File: config.mk
export PLATFORM = sky130hd
export DESIGN_NAME = sio_dma_chan
export DESIGN_NICKNAME = d
export VERILOG_FILES = /design/src/rtl/sio_pkg.sv /design/src/rtl/sio_char_timer.sv /design/src/rtl/sio_rx_fifo.sv /design/src/rtl/sio_tx_pacer.sv /design/src/rtl/sio_dma_chan.sv
export SDC_FILE = /design/constraint.sdc
export NUM_CORES = 1
export LEC_CHECK = 0
export ABC_AREA = 1
export BUFFER_PORTS_ARGS = -buffer_cell sky130_fd_sc_hd__buf_2
export CORE_AREA = 2 2 78 155
export CTS_CLUSTER_DIAMETER = 40
export DETAILED_ROUTE_END_ITERATION = 12
export DIE_AREA = 0 0 80 157
export PLACE_DENSITY = 0.75
export SYNTH_ARGS = -nofsm -noshare
export SYNTH_HDL_FRONTEND = slang
export SYNTH_SLANG_ARGS = --single-unit
File: constraint.sdc
create_clock -name clk -period 2.9 [get_ports clk]
set_clock_uncertainty 0.05 [all_clocks]
set_input_delay 0.725 -clock clk [delete_from_list [all_inputs] [get_ports clk]]
set_output_delay 0.725 -clock clk [all_outputs]
set_load 0.005 [all_outputs]
File: src/rtl/sio_pkg.sv
`timescale 1ns/1ps
// Shared constants and types for the paced serial channel.
// Assumes 2-bit register addresses and byte-wide data.
package sio_pkg;
    localparam int DATA_W = 8;

    localparam logic [1:0] ADDR_MODE = 2'd0;
    localparam logic [1:0] ADDR_CMD  = 2'd1;
    localparam logic [1:0] ADDR_DATA = 2'd2;
    localparam logic [1:0] ADDR_MASK = 2'd3;

    localparam int CMD_TX_ON   = 0;
    localparam int CMD_TX_OFF  = 1;
    localparam int CMD_CLR_DMA = 2;

    // Active transfer kind; NONE when no type has been latched yet.
    typedef enum logic [2:0] {
        DK_NONE   = 3'd0,
        DK_VERIFY = 3'd1,
        DK_WRITE  = 3'd2,
        DK_READ   = 3'd4
    } dma_kind_e;

    // Maps the controller's type code to a transfer kind.
    function automatic dma_kind_e kind_of(input logic [1:0] code);
        case (code)
            2'd0:    return DK_VERIFY;
            2'd1:    return DK_WRITE;
            2'd2:    return DK_READ;
            default: return DK_NONE;
        endcase
    endfunction
endpackage

File: src/rtl/sio_char_timer.sv
`timescale 1ns/1ps
// Character-time counter standing in for the transmit shift register.
// A load runs busy for reload+1 cycles; expire marks the final busy cycle.
// A load in the expiring cycle restarts it back to back.
module sio_char_timer #(
    parameter int TIME_W = 16
) (
    input  logic              clk,
    input  logic              rst_n,
    input  logic              load,
    input  logic              cancel,
    input  logic [TIME_W-1:0] reload,
    output logic              busy,
    output logic              expire
);
    logic [TIME_W-1:0] cnt_q;

    assign expire = busy && (cnt_q == '0);

    // Counts down the current character; cancel wins, then load.
    always_ff @(posedge clk) begin
        if (!rst_n) begin
            busy  <= 1'b0;
            cnt_q <= '0;
        end else if (cancel) begin
            busy  <= 1'b0;
        end else if (load) begin
            busy  <= 1'b1;
            cnt_q <= reload;
        end else if (expire) begin
            busy  <= 1'b0;
        end else if (busy) begin
            cnt_q <= cnt_q - 1'b1;
        end
    end
endmodule

File: src/rtl/sio_rx_fifo.sv
`timescale 1ns/1ps
// Small receive FIFO with a sticky full flag.
// Full sets when the write pointer reaches the read pointer; it and the
// ready flag clear only when a pop leaves the FIFO empty. Pushes are
// refused while full is set. Assumes push and pop never coincide.
module sio_rx_fifo #(
    parameter int DEPTH = 3,
    parameter int DW    = 8
) (
    input  logic          clk,
    input  logic          rst_n,
    input  logic          push,
    input  logic [DW-1:0] push_data,
    input  logic          pop,
    output logic [DW-1:0] head,
    output logic          ready,
    output logic          full,
    output logic          drain
);
    localparam int PW = (DEPTH > 1) ? $clog2(DEPTH) : 1;
    localparam logic [PW-1:0] LAST = PW'(DEPTH - 1);

    logic [DW-1:0] mem_q [DEPTH];
    logic [PW-1:0] wptr_q, rptr_q;
    logic          push_ok;

    function automatic logic [PW-1:0] step(input logic [PW-1:0] p);
        return (p == LAST) ? '0 : p + 1'b1;
    endfunction

    assign push_ok = push && !full;
    assign drain   = pop && ready && !push_ok && (step(rptr_q) == wptr_q);
    assign head    = mem_q[rptr_q];

    // Stores accepted bytes.
    always_ff @(posedge clk) begin
        if (push_ok) mem_q[wptr_q] <= push_data;
    end

    // Moves the pointers and keeps the ready and full flags.
    always_ff @(posedge clk) begin
        if (!rst_n) begin
            wptr_q <= '0;
            rptr_q <= '0;
            ready  <= 1'b0;
            full   <= 1'b0;
        end else begin
            if (push_ok) wptr_q <= step(wptr_q);
            if (pop && ready) rptr_q <= step(rptr_q);
            if (push_ok) ready <= 1'b1;
            else if (drain) ready <= 1'b0;
            if (drain) full <= 1'b0;
            else if (push_ok && step(wptr_q) == rptr_q) full <= 1'b1;
        end
    end
endmodule

File: src/rtl/sio_tx_pacer.sv
`timescale 1ns/1ps
// DMA pacing for the transmitter: one byte per character time.
// DRQ is raised when a byte is owed and the line is idle or just
// finishing; the type is latched on the first acknowledge. A transfer
// completes when the character of its last byte expires.
module sio_tx_pacer
    import sio_pkg::*;
#(
    parameter int CNT_W = 16
) (
    input  logic             clk,
    input  logic             rst_n,
    input  logic             start,
    input  logic [CNT_W-1:0] len,
    input  logic [1:0]       xfer_type,
    input  logic             ack,
    input  logic             cancel,
    input  logic             fetch_ok,
    input  logic             tx_busy,
    input  logic             tx_expire,
    output logic             drq,
    output logic             take,
    output logic             pending,
    output logic             done,
    output logic             armed,
    output logic [CNT_W-1:0] ptr
);
    dma_kind_e      kind_q, eff_kind;
    logic [CNT_W:0] rem_q;
    logic           hit;

    assign pending  = armed && !rem_q[CNT_W];
    assign drq      = pending && fetch_ok && (!tx_busy || tx_expire);
    assign hit      = drq && ack;
    assign eff_kind = (kind_q == DK_NONE) ? kind_of(xfer_type) : kind_q;
    assign take     = hit && (eff_kind == DK_READ);

    // Tracks the armed transfer, its remaining count and pointer.
    always_ff @(posedge clk) begin
        if (!rst_n) begin
            armed  <= 1'b0;
            kind_q <= DK_NONE;
            rem_q  <= '0;
            ptr    <= '0;
            done   <= 1'b0;
        end else begin
            done <= 1'b0;
            if (cancel) begin
                armed  <= 1'b0;
                kind_q <= DK_NONE;
            end else if (start) begin
                armed  <= 1'b1;
                kind_q <= DK_NONE;
                rem_q  <= {1'b0, len};
                ptr    <= '0;
            end else if (hit) begin
                if (eff_kind == DK_READ) begin
                    kind_q <= eff_kind;
                    ptr    <= ptr + 1'b1;
                    rem_q  <= rem_q - 1'b1;
                end else begin
                    armed  <= 1'b0;
                    kind_q <= DK_NONE;
                    done   <= 1'b1;
                end
            end else if (armed && rem_q[CNT_W] && tx_expire) begin
                armed  <= 1'b0;
                kind_q <= DK_NONE;
                done   <= 1'b1;
            end
        end
    end
endmodule

File: src/rtl/sio_dma_chan.sv
`timescale 1ns/1ps
// One serial channel with a DMA-paced transmitter, loopback into a
// three-entry receive FIFO, and interrupt status/mask bits.
// Assumes the DMA controller answers DRQ with ack and data in the same
// cycle, and that register reads and writes never coincide.
module sio_dma_chan
    import sio_pkg::*;
#(
    parameter bit PORT_B      = 1'b0,
    parameter int CNT_W       = 16,
    parameter int TIME_W      = 16,
    parameter int FIFO_DEPTH  = 3
) (
    input  logic              clk,
    input  logic              rst_n,
    input  logic              reg_wr,
    input  logic              reg_rd,
    input  logic [1:0]        reg_addr,
    input  logic [7:0]        reg_wdata,
    output logic [7:0]        reg_rdata,
    input  logic [TIME_W-1:0] char_reload,
    input  logic              dma_start,
    input  logic [CNT_W-1:0]  dma_len,
    input  logic [1:0]        dma_type,
    input  logic              dma_masked,
    output logic              dma_drq,
    input  logic              dma_ack,
    input  logic [7:0]        dma_rdata,
    output logic [CNT_W-1:0]  dma_ptr,
    output logic              dma_done,
    output logic              dma_irq,
    output logic [7:0]        tx_byte,
    output logic              tx_strobe,
    output logic              irq
);
    localparam int TX_BIT = PORT_B ? 4 : 0;
    localparam int RX_BIT = TX_BIT + 1;

    logic [7:0] mode_q, imr_q, isr_q;
    logic       tx_en_q, txrdy_q, txemt_q, dma_flag_q;
    logic       wr_mode, wr_cmd, wr_thr, wr_imr, rd_rhr;
    logic       cmd_on, cmd_off, loopback, send, take, next_fetch, idle_set;
    logic       tmr_busy, tmr_expire, pend, armed;
    logic       fifo_rdy, fifo_full, fifo_drain;
    logic [7:0] send_byte, fifo_head;

    assign wr_mode  = reg_wr && reg_addr == ADDR_MODE;
    assign wr_cmd   = reg_wr && reg_addr == ADDR_CMD;
    assign wr_thr   = reg_wr && reg_addr == ADDR_DATA;
    assign wr_imr   = reg_wr && reg_addr == ADDR_MASK;
    assign rd_rhr   = reg_rd && reg_addr == ADDR_DATA;
    assign cmd_off  = wr_cmd && reg_wdata[CMD_TX_OFF];
    assign cmd_on   = wr_cmd && reg_wdata[CMD_TX_ON] && !reg_wdata[CMD_TX_OFF];
    assign loopback = mode_q[7:6] == 2'b10;

    assign send       = take || (wr_thr && tx_en_q);
    assign send_byte  = take ? dma_rdata : reg_wdata;
    assign next_fetch = pend && tx_en_q && !dma_masked;
    assign idle_set   = tmr_expire && !next_fetch && !send;

    sio_char_timer #(.TIME_W(TIME_W)) u_timer (
        .clk(clk), .rst_n(rst_n), .load(send), .cancel(cmd_off),
        .reload(char_reload), .busy(tmr_busy), .expire(tmr_expire)
    );

    sio_tx_pacer #(.CNT_W(CNT_W)) u_pacer (
        .clk(clk), .rst_n(rst_n), .start(dma_start), .len(dma_len),
        .xfer_type(dma_type), .ack(dma_ack), .cancel(cmd_off),
        .fetch_ok(tx_en_q && !dma_masked), .tx_busy(tmr_busy),
        .tx_expire(tmr_expire), .drq(dma_drq), .take(take), .pending(pend),
        .done(dma_done), .armed(armed), .ptr(dma_ptr)
    );

    sio_rx_fifo #(.DEPTH(FIFO_DEPTH), .DW(8)) u_fifo (
        .clk(clk), .rst_n(rst_n), .push(send && loopback), .push_data(send_byte),
        .pop(rd_rhr), .head(fifo_head), .ready(fifo_rdy), .full(fifo_full),
        .drain(fifo_drain)
    );

    // Holds mode and mask registers written by the CPU.
    always_ff @(posedge clk) begin
        if (!rst_n) begin
            mode_q <= '0;
            imr_q  <= '0;
        end else begin
            if (wr_mode) mode_q <= reg_wdata;
            if (wr_imr)  imr_q  <= reg_wdata;
        end
    end

    // Transmitter enable and the ready/empty flags.
    always_ff @(posedge clk) begin
        if (!rst_n) begin
            tx_en_q <= 1'b0;
            txrdy_q <= 1'b0;
            txemt_q <= 1'b0;
        end else if (cmd_off) begin
            tx_en_q <= 1'b0;
            txrdy_q <= 1'b0;
            txemt_q <= 1'b0;
        end else if (cmd_on) begin
            tx_en_q <= 1'b1;
            txrdy_q <= 1'b1;
            txemt_q <= 1'b1;
        end else if (send) begin
            txrdy_q <= 1'b0;
            txemt_q <= 1'b0;
        end else if (idle_set) begin
            txrdy_q <= 1'b1;
            txemt_q <= 1'b1;
        end
    end

    // Interrupt status bits for transmit and loopback receive.
    always_ff @(posedge clk) begin
        if (!rst_n) begin
            isr_q <= '0;
        end else begin
            if (send) isr_q[TX_BIT] <= 1'b0;
            else if (idle_set) isr_q[TX_BIT] <= 1'b1;
            if (send && loopback) isr_q[RX_BIT] <= 1'b1;
            else if (fifo_drain) isr_q[RX_BIT] <= 1'b0;
        end
    end

    // Line output register and the sticky DMA-complete flag.
    always_ff @(posedge clk) begin
        if (!rst_n) begin
            tx_byte    <= '0;
            tx_strobe  <= 1'b0;
            dma_flag_q <= 1'b0;
        end else begin
            tx_strobe <= send && !loopback;
            if (send && !loopback) tx_byte <= send_byte;
            if (dma_done) dma_flag_q <= 1'b1;
            else if (wr_cmd && reg_wdata[CMD_CLR_DMA]) dma_flag_q <= 1'b0;
        end
    end

    // Read-data selection by address.
    always_comb begin
        case (reg_addr)
            ADDR_MODE: reg_rdata = mode_q;
            ADDR_CMD:  reg_rdata = isr_q;
            ADDR_DATA: reg_rdata = fifo_head;
            default:   reg_rdata = {1'b0, dma_flag_q, armed, tx_en_q,
                                    txemt_q, txrdy_q, fifo_full, fifo_rdy};
        endcase
    end

    assign dma_irq = dma_flag_q;
    assign irq = (isr_q[TX_BIT] && imr_q[TX_BIT] && tx_en_q && txrdy_q)
              || (isr_q[RX_BIT] && imr_q[RX_BIT]);
endmodule

* After elaboration in Yosys (flattened, before gate mapping)
Memory sizes are Yosys's and may differ from the RTL's. A register that Yosys moved wholly into a read port is not among the register bits.
Index checks and enable logic that the tools add are counted.
** Word-level totals
- Register bits :: 85
- Bits in writable memories :: 24
- Input bits :: 59
- Output and inout bits :: 37
- Memories :: 1
** Memories
- u_fifo.mem_q :: words 3, width 8, rd ports 1, clocked after Yosys merged registers in 1, wr ports 1, RTL line sio_rx_fifo.sv:23 : logic [DW-1:0] mem_q [DEPTH];
** Operators by class
- Add/sub/neg operators :: 5
- Equal/unequal tests :: 13
- Muxes and demuxes :: 39
- Bitwise operators :: 2
- Reduce and logical (&&, ||, !) cells :: 67
** Operators with widths (number)
- $mux 16 :: 6
- $mux 17 :: 3
- $logic_and 1x1->1 :: 34
- $pmux 8 s3 :: 1
- $mux 1 :: 19
- $sub 17x1->17 const B :: 1
- $add 16x1->16 const B :: 1
- $logic_not 16->1 :: 1
- $reduce_bool 2->1 :: 8
- $sub 16x1->16 const B :: 1
- $eq 2x2->1 const B :: 6
- $mux 3 :: 4
- $logic_not 1->1 :: 9
- $pmux 3 s3 :: 1
- $mux 2 :: 4
- $mux 8 :: 1
- $reduce_and 3->1 :: 2
- $reduce_bool 3->1 :: 2
- $reduce_or 2->1 :: 3
- $add 2x1->2 const B :: 2
- $eq 2x1->1 const B :: 2
- $eq 2x2->1 :: 2
- $logic_not 2->1 :: 2
- $eq 3x3->1 const B :: 1
- 7 further kinds :: 10

* Depth between registers and ports, before layout
Gate-level depths: netlist of the first run.
- Depth after elaboration :: 14
- Mapped depth :: 14
- Gate-level depth less buffers :: 13

* Modules after synthesis
From an unflattened synthesis of the first run, not the netlist that was laid out.
** Unflattened totals
- Cells, all modules :: 959
- Area total of the unflattened synthesis :: 6308.6 µm²
** By module, submodules not included
- sio_tx_pacer :: times used 1, cells each 415, area each 2502.4 µm², seq. area each 760.7 µm²
- sio_dma_chan :: times used 1, cells each 208, area each 1307.5 µm², seq. area each 480.5 µm²
- sio_char_timer :: times used 1, cells each 224, area each 1263.7 µm², seq. area each 340.3 µm²
- sio_rx_fifo :: times used 1, cells each 112, area each 1234.9 µm², seq. area each 880.8 µm²

* Worst setup path after synthesis of the first run
Ideal clock, no wire load.
- Path type :: input -> register
- From :: in dma_type[0]
- To :: mem u_fifo.mem_q[0][0] (enable)
- Library setup time :: 0.383 ns
- Arrival :: 2.063 ns
- Data required time :: 2.467 ns
- Slack :: 0.404 ns
- Stages :: 7
- Path through :: inv_1 nand2_1 a21oi_1 nand4_4 nand2_4 nand3_2 nor3_1
** On the way
- Word-level cells in the longest chain between the ends :: 10
- Elaborated cells between the ends (all ways) :: 12
- Classes of those cells :: 3 x eq/ne; 4 x mux; 5 x reduce/logical
** Ends and longest elaborated chain
- start, declared :: RTL line sio_dma_chan.sv:24 : input logic [1:0] dma_type,
- $eq 2x2->1 (tied with other cells) :: RTL line sio_pkg.sv:26 : case (code)
- $pmux 3 s3 (*) :: RTL line sio_pkg.sv:26
- $mux 3 (*) :: RTL line sio_tx_pacer.sv:35 : assign eff_kind = (kind_q == DK_NONE) ? kind_of(xfer_type) : kind_q;
- $eq 3x3->1 (*) :: RTL line sio_tx_pacer.sv:36 : assign take = hit && (eff_kind == DK_READ);
- $logic_and 1x1->1 (*) :: RTL line sio_tx_pacer.sv:36
- $logic_or 1x1->1 (*) :: RTL line sio_dma_chan.sv:56 : assign send = take || (wr_thr && tx_en_q);
- $logic_and 1x1->1 (*) :: RTL line sio_dma_chan.sv:75 : .clk(clk), .rst_n(rst_n), .push(send && loopback), .push_data(send_byte),
- $logic_and 1x1->1 (*) :: RTL line sio_rx_fifo.sv:31 : assign push_ok = push && !full;
- $mux 1 (*) :: RTL line sio_rx_fifo.sv:37 : if (push_ok) mem_q[wptr_q] <= push_data;
- $mux 1 (implied by the code) (*) :: RTL line sio_rx_fifo.sv:37
- end, declared :: RTL line sio_rx_fifo.sv:23
Mark *: on every way between the ends. The rest lies on a longest branch, timed or not.

==> out/qor.csv, run 1 <==
stage,metric,value,unit
route,drc,0,
timing,worst_slack,0.180,ns
route,wirelength,16100,microns
cells_and_area,final_common_cell,nand2_1,
pwr,p_sw,0.846,mW
yosys,synth-xor-area-share,3.62,%
status,status,"complete, no violations",
cells_and_area,drive_gt1_share,17.3,%
yosys,synth-simple-area-share,32.9,%
clock_network,cts-root-buf,clkbuf_16,
critical_path,crit_path_end_kind,output port,
place,place_area,6640,sq um
route,routed-via-count,5788,
min_path,hp-class,reg -> reg,
pwr,switching_share,26.7,%
pwr,seqPwrFrac,51.4,%
place,gp_congestion,0.893,
timing,period_needed,2.72,ns
clock_network,path_clk_slew,0.08,ns
global_routing,grt_usage,26.6,%
pwr,clkPwrFrac,37.6,%
run,maxCapViolCount,0,
timing,setup_viol,0,
yosys,synthesis.area,6050,sq um
clock_network,cts_setup_buffers,0,
yosys,synth_mux_area_share,2.48,%
yosys,yosys_register_bits,111,
cells_and_area,final_core_util,61.3,%
route,drt_pass1_iterations,6,
timing,rsz0062_at_grt,no,
place,port-buffer-count,95,
pwr,cellLeakagePower,3.19,nW
yosys,synth-compound-area-share,10.8,%
clock_network,cts_max_level,3,
pwr,powerDensity,459,nW/um^2
die,die_w,80,microns
yosys,synth_cell_types,43,
pwr,ir_drop,0.324,mV
timing,finalHoldViolCount,0,
yosys,yosysTopAreaCell,dfxtp_1,
clock_network,ctsResizeCount,0,
die,rows,55,
yosys,yosysSeqAreaShare,40.7,%
timing,fin_crit_sh,93.8,%
yosys,synth_fa_ha_area_share,0.827,%
yosys,ys.flop_type,dfxtp_1,
route,drt_iter0_markers,443,
critical_path,crit_fanout,8,
die,ios,96,
pwr,internal-power,2.33,mW
die,die_area,12600,sq um
die,start_util,53.6,%
clock_network,worstSkewPairLatency,0.36,ns
clock_network,ctsHoldBuffers,0,
clock_network,numCtsBuffers,9,
timing,tightest_slew,0.521,ns
cells_and_area,final_area,6920,sq um
yosys,synth.net_count,914,
pwr,p_total,3.17,mW
die,fp.dieH,157,microns
global_routing,grt_overflow,0,
yosys,synth_top_family_by_area,simple AND/OR/NAND/NOR gates,
place,place_worst_setup_slack,0.188,ns
place,dp_hpwl,12300,microns
timing,slew_headroom,65.2,%
critical_path,path_class,reg -> out,
timing,tns,0,ns
clock_network,clockBufferDepth,2,
global_routing,grt_pass1_wl,25900,microns
yosys,synth_warnings,0,
yosys,synth_edf_count,24,
global_routing,antenna_found_initial,0,
yosys,syn_inst,851,
cells_and_area,syn_to_final_growth,14.5,%
timing,max_freq,368,MHz
cells_and_area,antennaDiodeCount,0,
timing,maxSlewViolCount,0,
global_routing,grt_pass1_vias,5639,
route,via_per_inst,5.31,
yosys,synth_area_per_cell,7.11,sq um
global_routing,grt_max_degree,34,
clock_network,clock_sinks,111,
yosys,async_flop_share,0,%
critical_path,worstSetupStartpointType,register,
yosys,synth_area_leaders,"dfxtp_1, nand2_1, edfxtp_1",
cells_and_area,final_nets,1006,
pwr,comb_power_share,11.0,%
critical_path,worstPathRequired,2.12,ns
critical_path,cp.arrival,1.94,ns
route,drtAntennaViolNets,0,
route,wl_per_cell,14.8,microns
yosys,synth.top_cell.area_share,28.8,%
die,core-area,11300,sq um
clock_network,cts_tree,done,
cells_and_area,final_cell_mix,"nand2_1, nor2_1, buf_2",
## critical path, cell delays in order (launching register included)
cell and delay, ns:
dfxtp_1 0.58, mux2_2 0.40, mux2i_1 0.28, o211ai_1 0.17
buf_2 0.16
## metrics by stage
step	std cells	hold slack, ns
after CTS	1090	0.402
after detailed placement	1074	0.391
after global placement	1074	0.382
after global routing	1090	0.429
after floorplan	851	0.374
final	1090	0.399
## power by group through the flow
stage	clock [mW]	sequential (mW)	combinational (mW)
finish	1.19	1.63	0.349
CTS	1.21	1.63	0.350
floorplan	0	1.66	0.237
global placement	0	1.67	0.345
global route	1.27	1.63	0.397
detailed placement	0	1.67	0.349
## per-layer routing
layer  global-route usage (%)  part of all wire (%)  vias to the layer above
met5                        0                     0                        -
met4                     14.2                   4.9                        0
met3                     3.27                   3.2                       54
met2                     51.2                    56                      166
met1                     26.6                    36                     2644
li1                         -                     -                     2924
## Yosys cell counts, types with 4 or more instances
| library cell | n |
|---|---|
| mux2_2 | 8 |
| ha_1 | 4 |
| nand2_1 | 232 |
| nand4_1 | 17 |
| nand3_1 | 39 |
| inv_1 | 87 |
| xor2_1 | 23 |
| buf_2 | 4 |
| o21ai_0 | 48 |
| nor2_1 | 126 |
| edfxtp_1 | 24 |
| clkbuf_1 | 16 |
| nand2_4 | 6 |
| o21bai_1 | 6 |
| dfxtp_1 | 87 |
| nor3_1 | 13 |
| mux2i_1 | 6 |
| buf_6 | 7 |
| a21oi_1 | 51 |
| nor2_2 | 5 |
| o211ai_1 | 4 |
## flip-flops by register name, indices dropped and copies added, names as in the netlist, 2 cells and up, named ones only
register,flops
u_timer.cnt_q,16
imr_q,2
u_fifo.rptr_q,2
u_fifo.wptr_q,2
isr_q,2
u_pacer.rem_q,17
u_pacer.ptr,16
u_fifo.mem_q,24
mode_q,8
tx_byte,8
u_pacer.kind_q,3
## worst paths after layout
check	cells past startpoint	start	endpoint	slack (ns)
min	2	u_pacer.kind_q[1]	u_pacer.kind_q[1]	0.40
min reg2reg	2	u_pacer.kind_q[1]	u_pacer.kind_q[1]	0.40
max reg2reg	10	u_timer.cnt_q[0]	u_fifo.mem_q[0][3]	0.44
max	4	register	reg_rdata[6]	0.18
## kinds of logic after synthesis
logic type / after synthesis
mux: 14
xor+xnor: 25
fa+ha+maj: 4
compound gates: 120
flops: 111
simple gates: 457
buf+inv: 120
## final cells by class
class / count / area (sq um)
fill: 1118 / 4360
tap: 142 / 178
clock buffer: 9 / 225
sequential: 111 / 2460
inverter: 89 / 337
timing repair buffer: 112 / 603
multi-input combinational: 620 / 3060
clock inverter: 7 / 53.8
No activity file was read; power rests on OpenSTA's default activity.
==> run 2, diff against run 1 <==
--- a/config.mk
+++ b/config.mk
@@ -5,12 +5,12 @@
 export SDC_FILE = /design/constraint.sdc
 export NUM_CORES = 1
 export LEC_CHECK = 0
-export ABC_AREA = 1
 export BUFFER_PORTS_ARGS = -buffer_cell sky130_fd_sc_hd__buf_2
-export CORE_AREA = 2 2 78 155
+export CORE_AREA = 2 2 75 148
 export CTS_CLUSTER_DIAMETER = 40
 export DETAILED_ROUTE_END_ITERATION = 12
-export DIE_AREA = 0 0 80 157
+export DIE_AREA = 0 0 77 150
+export GPL_ROUTABILITY_DRIVEN = 0
 export PLACE_DENSITY = 0.75
 export SYNTH_ARGS = -nofsm -noshare
 export SYNTH_HDL_FRONTEND = slang
==> out/qor.csv, run 2 <==
stage,metric,value,unit
critical_path,cpPeakStageDelay,0.49,ns
global_routing,grt_pass1_wl,25000,microns
timing,maxSlewViolCount,0,
cells_and_area,regMostFlops,u_fifo.mem_q,
status,status,"complete, no violations",
die,rows,53,
yosys,synth.top_cell.area_share,32.0,%
timing,fin_crit_sh,94.6,%
global_routing,grt_max_degree,32,
critical_path,worstSetupStartpointType,register,
clock_network,worstSkewPairLatency,0.36,ns
yosys,async_flop_share,0,%
route,drtAntennaViolNets,0,
cells_and_area,top_regs,"u_fifo.mem_q (24), u_pacer.rem_q (17)",
critical_path,rrSetupSlack,0.35,ns
timing,finalHoldViolCount,0,
yosys,yosys_register_bits,111,
die,die_w,77,microns
route,drt_iter0_markers,432,
route,wirelength,15400,microns
yosys,ys.flop_type,dfxtp_1,
route,drc,0,
clock_network,clock_sinks,111,
cells_and_area,largest_reg_flops,24,
clock_network,clockBufferDepth,2,
clock_network,numCtsBuffers,9,
place,dp_hpwl,11500,microns
clock_network,cts_max_level,3,
critical_path,worst_path_max_delay_cell,nor4_1,
route,via_per_inst,6.09,
timing,setup_viol,0,
global_routing,grt_overflow,0,
cells_and_area,drive_gt1_share,22.9,%
die,ios,96,
yosys,synth_area_leaders,"dfxtp_1, edfxtp_1, a21oi_1",
cells_and_area,final_common_cell,buf_2,
timing,period_needed,2.74,ns
route,drt_pass1_iterations,5,
cells_and_area,syn_to_final_growth,19.3,%
route,wl_per_cell,17.9,microns
yosys,synth.net_count,676,
route,routed-via-count,5225,
timing,max_freq,364,MHz
cells_and_area,final_nets,779,
timing,rsz0062_at_grt,no,
die,die_area,11600,sq um
clock_network,cts_tree,done,
cells_and_area,fillers,937,
min_path,hp-class,reg -> reg,
yosys,syn_inst,613,
yosys,yosysSeqAreaShare,45.2,%
timing,tightest_slew,0.719,ns
yosys,synth_warnings,0,
die,start_util,52.0,%
critical_path,worstPathRequired,2.12,ns
yosys,synth.most_common_cell,dfxtp_1,
yosys,synth_cell_types,64,
die,fp.dieH,150,microns
yosys,yosysTopAreaCell,dfxtp_1,
critical_path,path_cells,nor4_1 -> nand4_4 -> and2_1 -> nor2_1 -> buf_2,
yosys,yosys-top-cells-count,"dfxtp_1, nand2_1, nor2_1",
place,port-buffer-count,95,
yosys,synthesis.area,5450,sq um
clock_network,cts-root-buf,clkbuf_16,
critical_path,cp.arrival,1.97,ns
global_routing,grt_usage,27.3,%
pwr,cellLeakagePower,2.61,nW
yosys,synth_area_per_cell,8.89,sq um
timing,tns,0,ns
yosys,synth_edf_count,24,
die,core-area,10500,sq um
cells_and_area,final_area,6500,sq um
critical_path,path_class,reg -> out,
critical_path,crit_path_end_kind,output port,
global_routing,grt_pass1_vias,5268,
run,maxCapViolCount,0,
pwr,powerDensity,485,nW/um^2
timing,slew_headroom,51.7,%
cells_and_area,antennaDiodeCount,0,
clock_network,path_clk_slew,0.07,ns
critical_path,crit_fanout,7,
pwr,p_total,3.15,mW
cells_and_area,final_cell_mix,"buf_2, dfxtp_1, nand2_1",
global_routing,antenna_found_initial,0,
place,place_area,6210,sq um
pwr,ir_drop,0.368,mV
-- run 2: cell count changes after synthesis, sizes merged, moves of 13 or more --
cell   before  now
o21ai      48   34
nand3      42   10
nor2      134   66
xor2       23   10
nand2     240   72
mux2i       6   26
inv        89   12
-- run 2: per-layer routing --
metal  global-route usage [%]  up-vias  wire, microns
met2                     52.5      227           8500
met3                     4.46       53            896
met5                        0        -              0
met4                     14.5        0            605
li1                         -     2474              -
met1                     27.7     2471           5380
-- run 2: logic make-up after synthesis --
group           Yosys count  synth area share [%]
fa+ha+maj                 4                 0.919
simple gates            243                  22.3
xor+xnor                 10                  1.61
flops                   111                  45.2
buf+inv                  45                  3.28
mux                      37                  7.46
compound gates          163                  19.2
-- run 2: stage by stage --
step / utilization [%] / hold WS [ns] / cells / worst slack (ns)
2_1_floorplan: - / 0.373 / 613 / -0.00854
3_3_place_gp: 59.3 / 0.395 / 842 / 0.158
3_5_place_dp: 59.3 / 0.392 / 842 / 0.0987
4_1_cts: 62.0 / 0.415 / 858 / 0.108
5_1_grt: 62.1 / 0.442 / 858 / 0.0523
6_report: 62.1 / 0.415 / 858 / 0.155
-- run 2: repair_timing --
item | in CTS | in global routing
setup endpoints to repair | 0 | 1
buffers inserted | 0 | 0
hold buffers | 0 | 0
gates resized for setup | 0 | 1
-- run 2: report_power, final --
group	internal [mW]	switching [mW]
clock	0.599	0.600
sequential	1.60	0.0290
combinational	0.130	0.192
total	2.33	0.821
-- run 2: cell type report --
type	instances	area (sq um)	share of cell area, %
tap	137	171	2.64
clock inverter	6	55.1	0.847
multi-input combinational	457	2830	43.5
sequential	111	2460	37.9
timing repair buffer	125	713	11.0
clock buffer	10	229	3.52
inverter	12	45.0	0.693
-- run 2: final timing paths --
| check | cells after the start | to | from |
|---|---|---|---|
| hold reg to reg | 1 | u_pacer.kind_q[0] | u_pacer.kind_q[0] |
| hold / removal | 1 | u_pacer.kind_q[0] | u_pacer.kind_q[0] |
| setup reg to reg | 6 | u_timer.cnt_q[2] | u_timer.cnt_q[12] |
| setup / recovery | 5 | dma_drq | u_timer.cnt_q[12] |
-- run 2: critical path: cells and delay by family (launching register included) --
family,cells,cell delay (ns)
buffers and inverters,1,0.14
and+or+nand+nor,4,1.07
DFF,1,0.40
==> run 3, diff against run 2 <==
--- a/config.mk
+++ b/config.mk
@@ -5,13 +5,14 @@
 export SDC_FILE = /design/constraint.sdc
 export NUM_CORES = 1
 export LEC_CHECK = 0
-export BUFFER_PORTS_ARGS = -buffer_cell sky130_fd_sc_hd__buf_2
 export CORE_AREA = 2 2 75 148
 export CTS_CLUSTER_DIAMETER = 40
 export DETAILED_ROUTE_END_ITERATION = 12
 export DIE_AREA = 0 0 77 150
+export DONT_BUFFER_PORTS = 1
 export GPL_ROUTABILITY_DRIVEN = 0
-export PLACE_DENSITY = 0.75
+export GPL_TIMING_DRIVEN = 0
+export PLACE_DENSITY = 0.67
 export SYNTH_ARGS = -nofsm -noshare
 export SYNTH_HDL_FRONTEND = slang
 export SYNTH_SLANG_ARGS = --single-unit
==> out/qor.csv, run 3 (synthesized netlist as in run 2, its figures left out) <==
stage,metric,value,unit
critical_path,worst_path_dominant_cell_family,simple AND/OR/NAND/NOR gates,
die,core-area,10500,sq um
route,wl_per_cell,20.9,microns
place,place_area,5630,sq um
timing,worst_slack,0.117,ns
timing,max_freq,359,MHz
cells_and_area,top_regs,"u_fifo.mem_q (24), u_pacer.rem_q (17)",
cells_and_area,largest_reg_flops,24,
global_routing,grt_usage,28.3,%
global_routing,antenna_found_initial,0,
timing,rsz0062_at_grt,no,
pwr,ir_drop,0.329,mV
critical_path,crit_buf_inv,1,
critical_path,rrSetupSlack,0.13,ns
global_routing,grt_overflow,0,
route,via_per_inst,6.37,
route,drc,0,
pwr,powerDensity,530,nW/um^2
cells_and_area,syn_to_final_growth,11.0,%
global_routing,grt_max_degree,21,
route,routed-via-count,4915,
die,fp.dieH,150,microns
timing,fin_crit_sh,96.0,%
cells_and_area,fillers,1003,
cells_and_area,final_common_cell,dfxtp_1,
cells_and_area,final_nets,692,
clock_network,worstSkewPairLatency,0.35,ns
min_path,hold_depth,1,
clock_network,cts_max_level,3,
critical_path,rr_startpoint,u_timer.cnt_q[0],
timing,maxSlewViolCount,0,
die,ios,96,
pwr,cellLeakagePower,2.14,nW
place,dp.cells,750,
pwr,p_total,3.21,mW
run,maxCapViolCount,0,
global_routing,grt_pass1_wl,25300,microns
route,drt_pass1_iterations,5,
critical_path,crit_fanout,9,
status,status,"complete, no violations",
clock_network,path_clk_slew,0.07,ns
critical_path,worst_path_max_delay_cell,dfxtp_1,
timing,tightest_slew,1.05,ns
critical_path,path_cells,inv_1 -> ha_1 -> nor4b_4 -> nand4_4 -> and2_2 -> nor2_2,
die,die_w,77,microns
cells_and_area,regMostFlops,u_fifo.mem_q,
timing,finalHoldViolCount,0,
die,die_area,11600,sq um
place,place_worst_setup_slack,-0.581,ns
timing,period_needed,2.78,ns
route,wirelength,16100,microns
cells_and_area,regArea,2460,sq um
clock_network,cts-root-buf,clkbuf_16,
cells_and_area,final_area,6050,sq um
critical_path,worstSetupStartpointType,register,
min_path,hp-class,reg -> reg,
critical_path,path_class,reg -> out,
critical_path,cp.arrival,2.01,ns
global_routing,grt_pass1_vias,4943,
place,port-buffer-count,0,
cells_and_area,final_cell_mix,"dfxtp_1, nand2_1, nor2_1",
min_path,hold_path_end,u_pacer.kind_q[1],
cells_and_area,drive_gt1_share,9.31,%
critical_path,worstPathRequired,2.12,ns
place,dp_hpwl,12000,microns
die,rows,53,
cells_and_area,final_core_util,57.7,%
clock_network,clock_sinks,111,
die,start_util,52.0,%
cells_and_area,antennaDiodeCount,0,
timing,tns,0,ns
timing,setup_viol,0,
timing,slew_headroom,29.6,%
cells_and_area,multiInputGateArea,2850,sq um
critical_path,cpPeakStageDelay,0.36,ns
critical_path,crit_path_end_kind,output port,
clock_network,cts_tree,done,
route,drt_iter0_markers,279,
cells_and_area,stdcell_count,771,
clock_network,numCtsBuffers,9,
clock_network,clockBufferDepth,2,
critical_path,rr_worst_depth,8,
timing,whs,0.407,ns
route,drtAntennaViolNets,0,
critical_path,reg2reg_to,u_timer.cnt_q[2],
min_path,min_from,u_pacer.kind_q[1],
run 3: cell types whose count changed in the layout (fill, tap and decap cells not counted), moves of 2 or more:
cell,previous run,this run
buf_4,29,5
inv_8,1,3
nor2_1,65,63
clkbuf_1,1,22
buf_2,95,8
clkinv_2,2,0
run 3: layout make-up:
class	count	area share [%]
multi-input cells	457	47.1
flip-flops and latches	111	40.7
clock buffers	9	3.72
well taps	137	2.83
plain buffers	31	2.09
clock inverters	7	1.47
repair buffers	7	1.28
inverters	12	0.745
run 3: power by group:
part           switching, mW  internal [mW]  total (mW)  leakage, nW
registers             0.0284           1.60        1.63        0.921
clock network          0.616          0.694        1.31        0.152
logic                  0.178         0.0884       0.266         1.07
run 3: worst max-delay path by stage:
stage / from / to / slack, ns / depth (start not counted)
floorplan: dma_ack / u_fifo.mem_q[2][0] / -0.009 / 5
global placement: dma_ack / u_fifo.mem_q[1][3] / -0.57 / 5
detailed placement: dma_ack / u_fifo.mem_q[1][3] / -0.58 / 5
CTS: u_timer.cnt_q[0] / u_fifo.mem_q[0][0] / 0.008 / 8
global route: u_timer.cnt_q[0] / dma_drq / 0.02 / 6
finish: u_timer.cnt_q[0] / dma_drq / 0.12 / 6
run 3: worst reg2reg max path, stage by stage, from the launching register on:
cell and delay, ns:
dfxtp_1 0.36, inv_1 0.10, ha_1 0.15, nor4b_4 0.32, nand4_4 0.22, and2_2 0.34, o21ai_1 0.68, or2_2 0.33
o21ai_0 0.11
run 3: repair_timing:
action                     in CTS  in global routing
hold buffers                    0                  0
cloned                          0                  0
resized for setup               6                  1
pin swaps                       3                  2
setup endpoints to repair      25                 28
setup buffers                   2                  5
run 3: layer usage:
metal | vias to the layer above | routed length [microns] | GRT usage (%)
li1 | 2312 | - | -
met1 | 2340 | 5440 | 27.6
met2 | 210 | 9000 | 55.3
met3 | 53 | 958 | 5.31
met4 | 0 | 689 | 14.6
met5 | - | 0 | 0
